==> src/rtl/bgcs_pkg.sv <==
package bgcs_pkg;

    typedef enum logic {
        KIND_RD = 1'b0,
        KIND_WR = 1'b1
    } col_kind_e;

    typedef enum logic [1:0] {
        SP_OPEN       = 2'd0,
        SP_GROUP_HOLD = 2'd1,
        SP_ALL_HOLD   = 2'd2
    } spc_state_e;

    localparam int unsigned NUM_KINDS = 2;

endpackage

==> src/rtl/bgcs_cfg_clamp.sv <==
// Turns raw gap settings into a consistent pair: short >= 1, long >= short.
module bgcs_cfg_clamp #(
    parameter int unsigned TW = 6
) (
    input  logic [TW-1:0] raw_long_i,
    input  logic [TW-1:0] raw_short_i,
    output logic [TW-1:0] eff_long_o,
    output logic [TW-1:0] eff_short_o
);

    localparam logic [TW-1:0] MIN_GAP = TW'(1);

    always_comb begin
        eff_short_o = (raw_short_i < MIN_GAP) ? MIN_GAP : raw_short_i;
        eff_long_o  = (raw_long_i < eff_short_o) ? eff_short_o : raw_long_i;
    end

endmodule

==> src/rtl/bgcs_gap_timer.sv <==
// Cycles since the last restart, held at the maximum; reset loads the maximum.
module bgcs_gap_timer #(
    parameter int unsigned TW = 6
) (
    input  logic          clk_i,
    input  logic          rst_ni,
    input  logic          restart_i,
    output logic [TW-1:0] cnt_q_o,
    output logic [TW-1:0] cnt_d_o
);

    localparam logic [TW-1:0] SAT_VAL = {TW{1'b1}};
    localparam logic [TW-1:0] ONE_VAL = TW'(1);

    always_comb begin
        if (restart_i) begin
            cnt_d_o = ONE_VAL;
        end else if (cnt_q_o == SAT_VAL) begin
            cnt_d_o = SAT_VAL;
        end else begin
            cnt_d_o = cnt_q_o + ONE_VAL;
        end
    end

    always_ff @(posedge clk_i or negedge rst_ni) begin
        if (!rst_ni) begin
            cnt_q_o <= SAT_VAL;
        end else begin
            cnt_q_o <= cnt_d_o;
        end
    end

endmodule

==> src/rtl/bgcs_dir_tracker.sv <==
// Spacing state for one command direction: a counter per bank group,
// a direction-wide counter, and a three-state hold machine.
module bgcs_dir_tracker
    import bgcs_pkg::*;
#(
    parameter int unsigned NUM_GROUPS = 4,
    parameter int unsigned TW         = 6,
    parameter int unsigned GW         = 2
) (
    input  logic          clk_i,
    input  logic          rst_ni,
    input  logic [TW-1:0] eff_long_i,
    input  logic [TW-1:0] eff_short_i,
    input  logic [GW-1:0] cand_group_i,
    input  logic          issue_i,
    output logic          legal_o
);

    logic [TW-1:0] grp_q [NUM_GROUPS];
    logic [TW-1:0] grp_d [NUM_GROUPS];
    logic [TW-1:0] dir_q;
    logic [TW-1:0] dir_d;

    spc_state_e state_q;
    spc_state_e state_d;

    logic          any_group_short;
    logic [TW-1:0] sel_grp_cnt;

    // one timer per bank group
    for (genvar g = 0; g < NUM_GROUPS; g++) begin : g_grp_timer
        logic restart_g;
        assign restart_g = issue_i && (cand_group_i == GW'(g));

        bgcs_gap_timer #(
            .TW (TW)
        ) u_timer (
            .clk_i     (clk_i),
            .rst_ni    (rst_ni),
            .restart_i (restart_g),
            .cnt_q_o   (grp_q[g]),
            .cnt_d_o   (grp_d[g])
        );
    end

    // direction-wide timer
    bgcs_gap_timer #(
        .TW (TW)
    ) u_dir_timer (
        .clk_i     (clk_i),
        .rst_ni    (rst_ni),
        .restart_i (issue_i),
        .cnt_q_o   (dir_q),
        .cnt_d_o   (dir_d)
    );

    // next state from the counter values that will be loaded at this edge
    always_comb begin
        any_group_short = 1'b0;
        for (int g = 0; g < NUM_GROUPS; g++) begin
            if (grp_d[g] < eff_long_i) begin
                any_group_short = 1'b1;
            end
        end
        if (dir_d < eff_short_i) begin
            state_d = SP_ALL_HOLD;
        end else if (any_group_short) begin
            state_d = SP_GROUP_HOLD;
        end else begin
            state_d = SP_OPEN;
        end
    end

    always_ff @(posedge clk_i or negedge rst_ni) begin
        if (!rst_ni) begin
            state_q <= SP_OPEN;
        end else begin
            state_q <= state_d;
        end
    end

    // counter of the candidate's group
    always_comb begin
        sel_grp_cnt = '0;
        for (int g = 0; g < NUM_GROUPS; g++) begin
            if (cand_group_i == GW'(g)) begin
                sel_grp_cnt = grp_q[g];
            end
        end
    end

    always_comb begin
        unique case (state_q)
            SP_OPEN:       legal_o = 1'b1;
            SP_GROUP_HOLD: legal_o = (sel_grp_cnt >= eff_long_i);
            SP_ALL_HOLD:   legal_o = 1'b0;
            default:       legal_o = 1'b0;
        endcase
    end

endmodule

==> src/rtl/bank_group_spacing.sv <==
module bank_group_spacing
    import bgcs_pkg::*;
#(
    parameter int unsigned NUM_GROUPS      = 4,
    parameter int unsigned BANKS_PER_GROUP = 4,
    parameter int unsigned TW              = 6,
    localparam int unsigned GW = (NUM_GROUPS > 1) ? $clog2(NUM_GROUPS) : 1,
    localparam int unsigned BW = (BANKS_PER_GROUP > 1) ? $clog2(BANKS_PER_GROUP) : 1
) (
    input  logic          clk_i,
    input  logic          rst_ni,
    input  logic [TW-1:0] cfg_same_gap_i,
    input  logic [TW-1:0] cfg_cross_gap_i,
    input  logic          cand_kind_i,
    input  logic [GW-1:0] cand_group_i,
    input  logic [BW-1:0] cand_bank_i,
    input  logic          issue_i,
    output logic          legal_o
);

    logic [TW-1:0]        eff_long;
    logic [TW-1:0]        eff_short;
    logic [NUM_KINDS-1:0] kind_legal;

    // banks share their group's bus, so the bank index takes no part
    logic unused_bank;
    assign unused_bank = ^cand_bank_i;

    bgcs_cfg_clamp #(
        .TW (TW)
    ) u_clamp (
        .raw_long_i  (cfg_same_gap_i),
        .raw_short_i (cfg_cross_gap_i),
        .eff_long_o  (eff_long),
        .eff_short_o (eff_short)
    );

    for (genvar k = 0; k < NUM_KINDS; k++) begin : g_kind
        logic issue_k;
        assign issue_k = issue_i && (cand_kind_i == 1'(k));

        bgcs_dir_tracker #(
            .NUM_GROUPS (NUM_GROUPS),
            .TW         (TW),
            .GW         (GW)
        ) u_track (
            .clk_i        (clk_i),
            .rst_ni       (rst_ni),
            .eff_long_i   (eff_long),
            .eff_short_i  (eff_short),
            .cand_group_i (cand_group_i),
            .issue_i      (issue_k),
            .legal_o      (kind_legal[k])
        );
    end

    assign legal_o = kind_legal[cand_kind_i];

endmodule

==> config.mk <==
export PLATFORM = sky130hd
export DESIGN_NAME = bank_group_spacing
export DESIGN_NICKNAME = d
export VERILOG_FILES = /design/src/rtl/bgcs_pkg.sv /design/src/rtl/bgcs_cfg_clamp.sv /design/src/rtl/bgcs_gap_timer.sv /design/src/rtl/bgcs_dir_tracker.sv /design/src/rtl/bank_group_spacing.sv
export SDC_FILE = /design/constraint.sdc
export NUM_CORES = 1
export LEC_CHECK = 0
export BUFFER_PORTS_ARGS = -buffer_cell sky130_fd_sc_hd__buf_2
export CORE_MARGIN = 4
export CORE_UTILIZATION = 35
export CTS_CLUSTER_DIAMETER = 100
export DETAILED_ROUTE_END_ITERATION = 12
export HOLD_SLACK_MARGIN = 0.03
export PLACE_DENSITY_LB_ADDON = 0.05
export SYNTH_ARGS = -nofsm -noshare
export SYNTH_HDL_FRONTEND = slang
export SYNTH_SLANG_ARGS = --single-unit
export TNS_END_PERCENT = 20
==> constraint.sdc <==
create_clock -name clk_i -period 7.6 [get_ports clk_i]
set_clock_uncertainty 0.1 [all_clocks]
set_input_delay 1.52 -clock clk_i [delete_from_list [all_inputs] [get_ports clk_i]]
set_output_delay 1.52 -clock clk_i [all_outputs]
set_load 0.02 [all_outputs]
## After elaboration in Yosys (flattened, before gate mapping)

Index checks and enable logic that the tools add are counted.

- Output and inout port bits: 1
- Bits in writable memories: 0
- Flip-flop bits (word level): 64
- Input port bits: 20
- Word-level logic and storage cells: 112
- Bits in latches: 0
- Memories kept: 0
- Memory bits (read-only): 0

- Muxes and demuxes: 46
- Bitwise logic cells: 1
- Equal/unequal tests: 15
- Shift-type cells: 0
- Reductions and logical operators: 13
- $lt $le $gt $ge: 15
- $add $sub $neg: 10
- Multiply operators: 0
- Divide/modulo/power cells: 0

Operators with widths:

| cell | number |
|---|---|
| 6-bit 2-to-1 mux | 30 |
| 6-bit less-than comparator | 11 |
| 6-bit by 1-bit adder with 6-bit output (second input constant) | 10 |
| 6-bit equality test (second input constant) | 10 |
| 6-bit >= comparator | 2 |
| 1-bit 2-to-1 mux | 12 |
| 1-bit logical AND | 10 |
| 2-bit by 1-bit equality test with 1-bit output (second input constant) | 3 |
| 2-bit zero test | 3 |
| 6-bit by 1-bit less-than comparator with 1-bit output (second input constant) | 1 |
| 2-bit equality test (second input constant) | 2 |
| 2-bit 2-to-1 mux | 2 |
| 1-bit one-hot mux with 2 select lines | 2 |
| 1-bit by 2-bit less-than comparator with 1-bit output (second input constant) | 1 |
| 1-bit NOT | 1 |

## Depth between registers and ports, before layout

Gate-level depths: netlist of run 1.

- Word-level depth: 11
- Mapped depth: 15
- Depth with buffers taken out: 14

## Hierarchy

From an unflattened synthesis of run 1, not the netlist that was laid out.

- Cells, all modules: 494
- Area, all modules: 5128.7 um^2

By module, submodules not included:

| module | seq. area each (um^2) | times used | area an instance (um^2) | cells an instance |
|---|---|---|---|---|
| bgcs_gap_timer | 157.7 | 10 | 284.0 | 24 |
| bgcs_dir_tracker at g_kind[0].u_track | 50.0 | 1 | 950.9 | 101 |
| bgcs_dir_tracker at g_kind[1].u_track | 50.0 | 1 | 939.7 | 101 |
| bgcs_cfg_clamp | 0.0 | 1 | 366.6 | 49 |
| bank_group_spacing | 0.0 | 1 | 31.3 | 3 |

## Worst setup path before layout of run 1

No wires, ideal clock.

- Kind: input to output
- Start: in cfg_cross_gap_i[3]
- End: out legal_o
- Setup slack: 1.133 ns
- Stages: 13
- Required time: 5.980 ns
- Buffers on the path: 1
- Data arrival time: 4.847 ns
- Path through: inv_1 > ha_1 > a211o_1 > a221o_1 > a31o_1 > buf_6 > a21oi_1 > ha_1 > a2111oi_0 > nor3_1 > o21a_1 > a211o_2 > a31o_1

- Word-level cells in the longest chain between the ends: 8
- Elaborated cells on any way between the ends: 10
- Those cells by class: order compare: 4; mux: 6

Ends and longest elaborated chain:

| item | RTL line | text |
|---|---|---|
| start, declared | bank_group_spacing.sv:13 | `input logic [TW-1:0] cfg_cross_gap_i,` |
| 6-bit by 1-bit less-than comparator with 1-bit output | bgcs_cfg_clamp.sv:14 | `eff_short_o = (raw_short_i < MIN_GAP) ? MIN_GAP : raw_short_i;` |
| 6-bit 2-to-1 mux (*) | bgcs_cfg_clamp.sv:14 |  |
| 6-bit less-than comparator | bgcs_cfg_clamp.sv:15 | `eff_long_o = (raw_long_i < eff_short_o) ? eff_short_o : raw_long_i;` |
| 6-bit 2-to-1 mux (*) | bgcs_cfg_clamp.sv:15 |  |
| 6-bit >= comparator | bgcs_dir_tracker.sv:95 | `SP_GROUP_HOLD: legal_o = (sel_grp_cnt >= eff_long_i);` |
| 1-bit one-hot mux with 2 select lines | bgcs_dir_tracker.sv:93 | `unique case (state_q)` |
| 1-bit 2-to-1 mux (implied by the code) (*) (2 in series) | bank_group_spacing.sv:57 | `assign legal_o = kind_legal[cand_kind_i];` |
| end, declared | bank_group_spacing.sv:18 | `output logic legal_o` |

Every way passes the cells marked *; elsewhere a longest branch is shown, timed or not. The select of a mux whose other input is x is not followed.

## Final worst setup path of run 1

Same ends and word-level chain as after synthesis.

==> results of run 1 <==
-- cell usage after synthesis (all sizes together) (2+ instances only) --
library cell  number
o21a               6
a211o              4
mux2i              2
dfstp             60
nor3b             10
a31o               2
o21bai             7
xor2               7
o31ai              2
nand3             31
nor3              33
a31oi              9
or2                2
a2111oi            2
and2               2
nand2b             7
clkbuf             2
buf                3
xnor2             13
nor2b              2
a21oi             41
nor4               4
a41oi              5
mux4              12
inv               22
o21ai             19
nor2              30
ha                75
dfrtp              4
a211oi             6
and3              13
nand2             13
o41ai              3
nand3b            13
-- layout make-up --
cell class	count	area share
Clock buffer	11	0.0469
Clock inverter	4	0.00372
Inverter	22	0.0153
Multi-Input combinational cell	384	0.557
Sequential cell	64	0.311
Tap cell	176	0.0409
Timing Repair Buffer	24	0.0251
-- logic make-up after synthesis --
kind of cell,after synthesis,share of synthesized area
XOR/XNOR,20,0.0366
AND/OR/NAND/NOR,161,0.178
flip-flops,64,0.350
adder cells (fa/ha/maj),76,0.198
buffers and inverters,27,0.0230
multiplexers,14,0.0633
AO/OA/AOI/OAI,113,0.150
-- layout by cell type, fill, tap and decap left out, types with 13 or more instances in the layout --
master and instances:
dfstp_2 60, xnor2_1 13, nand3b_1 13, ha_1 75
nand3_1 31, o21ai_0 19, nand2_1 13, buf_2 18
nor2_1 30, and3_1 13, inv_1 22, nor3_1 33
a21oi_1 41
-- through the flow --
step,instances,util
6_report,685,0.405
5_1_grt,685,0.405
4_1_cts,685,0.405
3_5_place_dp,670,0.385
3_3_place_gp,670,0.385
2_1_floorplan,475,-
-- worst max-delay path by stage --
stage                   end  slack (ns)
floorplan           legal_o        1.13
global placement    legal_o        0.94
detailed placement  legal_o        0.88
CTS                 legal_o        0.85
global route        legal_o        0.63
finish              legal_o        0.88
-- state kept, by name, summed over array words and instances, names as in the netlist --
register,count
g_kind.u_track.g_grp_timer.u_timer.cnt_q_o,48
g_kind.u_track.state_q,4
g_kind.u_track.u_dir_timer.cnt_q_o,12
-- metal layers --
layer | GRT usage | up-vias
li1 | - | 1866
met1 | 0.238 | 1814
met2 | 0.268 | 58
met3 | 0.0347 | 15
met4 | 0.0580 | 0
met5 | 0 | -
-- power breakdown --
part	total, mW	leakage, nW	internal [mW]	switching, mW
sequential	0.782	0.674	0.595	0.187
clock	0.384	0.141	0.234	0.150
combinational	1.04	1.43	0.483	0.560
total	2.21	2.24	1.31	0.897
==> impl_metrics.json, run 1 <==
{
  "hold_violations": 0,
  "buffers_on_ports": 18,
  "filler_cell_count": 1326,
  "worst-path-buf-inv": 3,
  "postRouteWirelength_mm": 12.8,
  "ys.flop_type": "dfstp_2",
  "report.final.setup_viol": 0,
  "initial_utilization": 0.360,
  "synth_nets": 570,
  "irDropWorstVdd_uv": 117,
  "final_layout_size_suffix_gt1_frac": 0.230,
  "fmaxAchievable_ghz": 0.149,
  "pin_count_of_the_biggest_net_entering_global_routing": 65,
  "max_cap_viol_count": 0,
  "postSynthRegisterBits": 64,
  "die_footprint_sq_mm": 0.0156,
  "syn_area_sq_mm": 0.00478,
  "post_cts_resized": 0,
  "average_detailed_routed_wire_length_per_instance_microns": 18.6,
  "slowest_stage": "a2111oi_0",
  "worst_hold_startpoint": "g_kind[1].u_track.u_dir_timer.cnt_q_o[0]$_DFF_PN1_",
  "floorplan.core_area_sq_mm": 0.0133,
  "antenna_found_initial": 0,
  "placed_cell_area_sq_mm": 0.00511,
  "ys_warn_count": 0,
  "cp_data_arrival_time_ns": 5.10,
  "met1Wirelength_mm": 6.08,
  "timing.critical_path.from": "cfg_cross_gap_i[3]",
  "synth-edff-count": 0,
  "layout.nets": 600,
  "timing.final.crit_period_ns": 6.72,
  "clk_latency_ns": 0.33,
  "rsz0062_at_grt": "no",
  "cts.reportedPaths.clkPinSlew_ns": 0.05,
  "p_leak_nw": 2.24,
  "firstDrtPassIters": 4,
  "worst-path-max-fanout": 9,
  "postCtsSetupBuffers": 0,
  "holdCritPathClass": "flop to flop",
  "synthDistinctLibCells": 47,
  "cts.hold.buffers_added": 0,
  "post_drt_via_cell_ratio": 5.48,
  "post_synthesis_instance_total": 475,
  "grt_util_all_layers": 0.171,
  "tritoncts_num_sinks": 64,
  "area_growth_syn_to_layout_pct": 12.6,
  "final.setup.worst_slack_ns": 0.883,
  "area_occupied_by_multi_input_gates_sq_mm": 0.00300,
  "synth_top_area_share": 0.329,
  "drt.antenna.violating_nets": 0,
  "route.top_layer_used": "met4",
  "timing.critical_path.cells": "buf_2 > inv_1 > ha_1 > a211o_1 > a221o_1 > a31o_1 > a21oi_1 > ha_1 > a2111oi_0 > nor3_1 > o21a_1 > a211o_2 > a31o_1 > buf_2",
  "cp.depth": 14,
  "stdcell_area_sq_mm": 0.00539,
  "cts_tree": "done",
  "fin_tns_setup_ns": 0,
  "critical_path_required_ns": 5.98,
  "regToRegSetupSlack_ns": 4.71,
  "gp_congestion": 0.818,
  "crit_family": "compound AO/OA/AOI/OAI gates",
  "cts_max_path_buffers": 2,
  "drc": 0,
  "number_of_core_rows": 42,
  "timing.hold.worst_path_depth": 1,
  "routed-wl-met3_microns": 582,
  "regArea_sq_mm": 0.00168,
  "floorplan.die.width_microns": 125,
  "met2_wirelength_mm": 5.85,
  "timing.hold.worst_endpoint": "g_kind[1].u_track.u_dir_timer.cnt_q_o[0]$_DFF_PN1_",
  "synth_area_leaders": "dfstp_2 (33%), ha_1 (20%), mux4_2 (5.6%)",
  "yosys.area.top_type": "dfstp_2",
  "cts.root.buffer_cell": "clkbuf_16",
  "worst-slew-pin-transition_ns": 0.826,
  "pre_cts_ws_ns": 0.884,
  "timing.setup.critical_path_class": "input port to primary output",
  "clock_tree.htree_level_count": 3,
  "status": "completed",
  "postSynthAreaPerCell_sq_um": 10.1,
  "worst_relative_slew_slack": 0.450,
  "slowest_delay_ns": 0.40,
  "routed-via-count": 3753,
  "fin_hold_ws_ns": 0.393,
  "finalPower_mw": 2.21,
  "detail_route.iter0.violations": 174,
  "synth-async-reset-ratio": 1.00,
  "floorplan.io_pins": 21,
  "cts_made_buffers": 9,
  "antenna_cells_inserted": 0,
  "grt_pass1_wl_mm": 21.0,
  "timing.reg2reg.worst_path_depth": 10,
  "first_global_vias": 3904,
  "slew_viol_final": 0,
  "final.period_utilization": 0.884,
  "synth.yosys.seq_area_share": 0.350,
  "critical_path.startpoint_type": "input port",
  "globalRouteOverflowTotal": 0,
  "power_per_cell_area_mw_per_mm2": 410,
  "crit_path_end_kind": "primary output",
  "chipHeight_microns": 125,
  "reg2reg_to": "g_kind[1].u_track.state_q[0]$_DFF_PN0_",
  "post-dp-hpwl_mm": 9.78
}
Note: power is estimated with default switching activity, not from simulation.
==> run 2, diff against run 1 <==
Settings changed: BUFFER_PORTS_ARGS -buffer_cell sky130_fd_sc_hd__buf_2 to default, DONT_BUFFER_PORTS from default to 1.
==> impl_metrics.json, run 2 (synthesis gave the netlist of run 1 again) <==
{
  "routed-wl-met3_microns": 539,
  "floorplan.io_pins": 21,
  "chipHeight_microns": 125,
  "die_footprint_sq_mm": 0.0156,
  "worst_relative_slew_slack": 0.598,
  "post_cts_resized": 0,
  "average_detailed_routed_wire_length_per_instance_microns": 19.1,
  "detail_route.iter0.violations": 156,
  "slowest_stage": "a2111oi_0",
  "report.final.setup_viol": 0,
  "reg2reg_to": "g_kind[1].u_track.state_q[0]$_DFF_PN0_",
  "fin_tns_setup_ns": 0,
  "routed-via-count": 3724,
  "cts_made_buffers": 9,
  "firstDrtPassIters": 4,
  "met2_wirelength_mm": 5.96,
  "worstSetupEndpoint": "legal_o",
  "post-dp-hpwl_mm": 9.74,
  "route.top_layer_used": "met4",
  "cts.hold.buffers_added": 0,
  "max_cap_viol_count": 0,
  "pin_count_of_the_biggest_net_entering_global_routing": 65,
  "regToRegSetupSlack_ns": 4.70,
  "timing.critical_path.cells": "inv_1 > ha_1 > a211o_1 > a221o_1 > a31o_1 > a21oi_1 > buf_4 > ha_1 > a2111oi_0 > nor3_1 > o21a_1 > a211o_2 > a31o_1",
  "first_global_vias": 3807,
  "stdcell_area_sq_mm": 0.00535,
  "timing.final.crit_period_ns": 6.54,
  "floorplan.core_area_sq_mm": 0.0133,
  "layout.nets": 580,
  "post-route-util": 0.402,
  "met1Wirelength_mm": 6.00,
  "grt_util_all_layers": 0.169,
  "antenna_cells_inserted": 0,
  "commonest_non_fill_non_tap_cell_in_the_layout": "ha_1",
  "floorplan.die.width_microns": 125,
  "globalRouteOverflowTotal": 0,
  "crit_path_end_kind": "primary output",
  "fmaxAchievable_ghz": 0.153,
  "post_drt_via_cell_ratio": 5.60,
  "final_layout_size_suffix_gt1_frac": 0.198,
  "gp_congestion": 0.812,
  "slowest_delay_ns": 0.41,
  "timing.reg2reg.worst_path_depth": 10,
  "number_of_core_rows": 42,
  "drt.antenna.violating_nets": 0,
  "clock_tree.htree_level_count": 3,
  "initial_utilization": 0.360,
  "cts_max_path_buffers": 2,
  "holdCritPathClass": "flop to flop",
  "drc": 0,
  "cp_data_arrival_time_ns": 4.92,
  "grt_pass1_wl_mm": 20.7,
  "timing.critical_path.from": "cfg_cross_gap_i[3]",
  "irDropWorstVdd_uv": 122,
  "slew_viol_final": 0,
  "timing.setup.critical_path_class": "input port to primary output",
  "cts_tree": "done",
  "status": "completed",
  "placed_cell_area_sq_mm": 0.00501,
  "final.period_utilization": 0.860,
  "postRouteWirelength_mm": 12.7,
  "area_growth_syn_to_layout_pct": 11.8,
  "cts.reportedPaths.clkPinSlew_ns": 0.06,
  "worst-slew-pin-transition_ns": 0.591,
  "tritoncts_num_sinks": 64,
  "worst_hold_startpoint": "g_kind[1].u_track.u_dir_timer.cnt_q_o[0]$_DFF_PN1_",
  "p_leak_nw": 2.19,
  "hold_violations": 0,
  "largest_register_ff_count": 48,
  "critical_path_required_ns": 5.98,
  "rsz0062_at_grt": "no",
  "buffers_on_ports": 0,
  "registers.top_by_ff_count": "g_kind.u_track.g_grp_timer.u_timer.cnt_q_o",
  "top_regs": "g_kind.u_track.g_grp_timer.u_timer.cnt_q_o x48, g_kind.u_track.u_dir_timer.cnt_q_o x12, g_kind.u_track.state_q x4",
  "clk_latency_ns": 0.33,
  "antenna_found_initial": 0,
  "worst-path-max-fanout": 10,
  "cts.root.buffer_cell": "clkbuf_16",
  "postCtsSetupBuffers": 0,
  "most-common-layout-cells": "ha_1 (75), dfstp_2 (60), a21oi_1 (41)",
  "power_per_cell_area_mw_per_mm2": 427,
  "critical_path.startpoint_type": "input port"
}
-- run 2: cell types whose count changed in the layout (fill, tap and decap cells not counted) --
cell | previous run | this run
buf_2 | 18 | 0
buf_4 | 6 | 4
bufinv_16 | 0 | 2
clkbuf_8 | 2 | 4
clkinv_2 | 4 | 0
-- run 2: worst min-delay path by stage --
| stage | endpoint | slack, ns | depth (start not counted) |
|---|---|---|---|
| after floorplan | g_kind[1].u_track.u_dir_timer.cnt_q_o[0]$_DFF_PN1_ | 0.36 | 1 |
| after global placement | g_kind[1].u_track.u_dir_timer.cnt_q_o[0]$_DFF_PN1_ | 0.38 | 1 |
| after detailed placement | g_kind[1].u_track.u_dir_timer.cnt_q_o[0]$_DFF_PN1_ | 0.40 | 1 |
| after CTS | g_kind[1].u_track.u_dir_timer.cnt_q_o[0]$_DFF_PN1_ | 0.41 | 1 |
| after global routing | g_kind[1].u_track.u_dir_timer.cnt_q_o[0]$_DFF_PN1_ | 0.42 | 1 |
| final | g_kind[1].u_track.u_dir_timer.cnt_q_o[0]$_DFF_PN1_ | 0.41 | 1 |
-- run 2: power breakdown --
part	internal, mW	switching, mW	total [mW]
Clock	0.321	0.153	0.474
Sequential	0.595	0.183	0.778
Combinational	0.479	0.552	1.03
-- run 2: layout make-up --
class	count	area, sq um
sequential	64	1680
multi-input combinational	384	3000
timing repair buffer	4	30.0
clock inverter	2	60.1
inverter	22	82.6
fill	1326	7950
tap	176	220
clock buffer	13	280
-- run 2: routing by layer --
metal,vias to the layer above,global-route usage
li1,1829,-
met1,1829,0.224
met2,55,0.274
met3,11,0.0352
met4,0,0.0574
met5,-,0
-- run 2: worst max-delay path, delay by kind of cell --
kind	cells	cell delay [ns]
AOI/OAI and AO/OA	8	2.39
adders and majority gates	2	0.53
buffers and inverters	2	0.35
and+or+nand+nor	1	0.14
-- run 2: through the flow --
step	instances	hold slack (ns)	setup slack (ns)	power (mW)
after floorplan	475	0.361	1.13	1.51
after global placement	650	0.382	1.11	1.78
after detailed placement	650	0.396	1.05	1.81
after CTS	665	0.409	1.03	2.30
after global routing	665	0.417	0.808	2.49
final	665	0.407	1.06	2.28
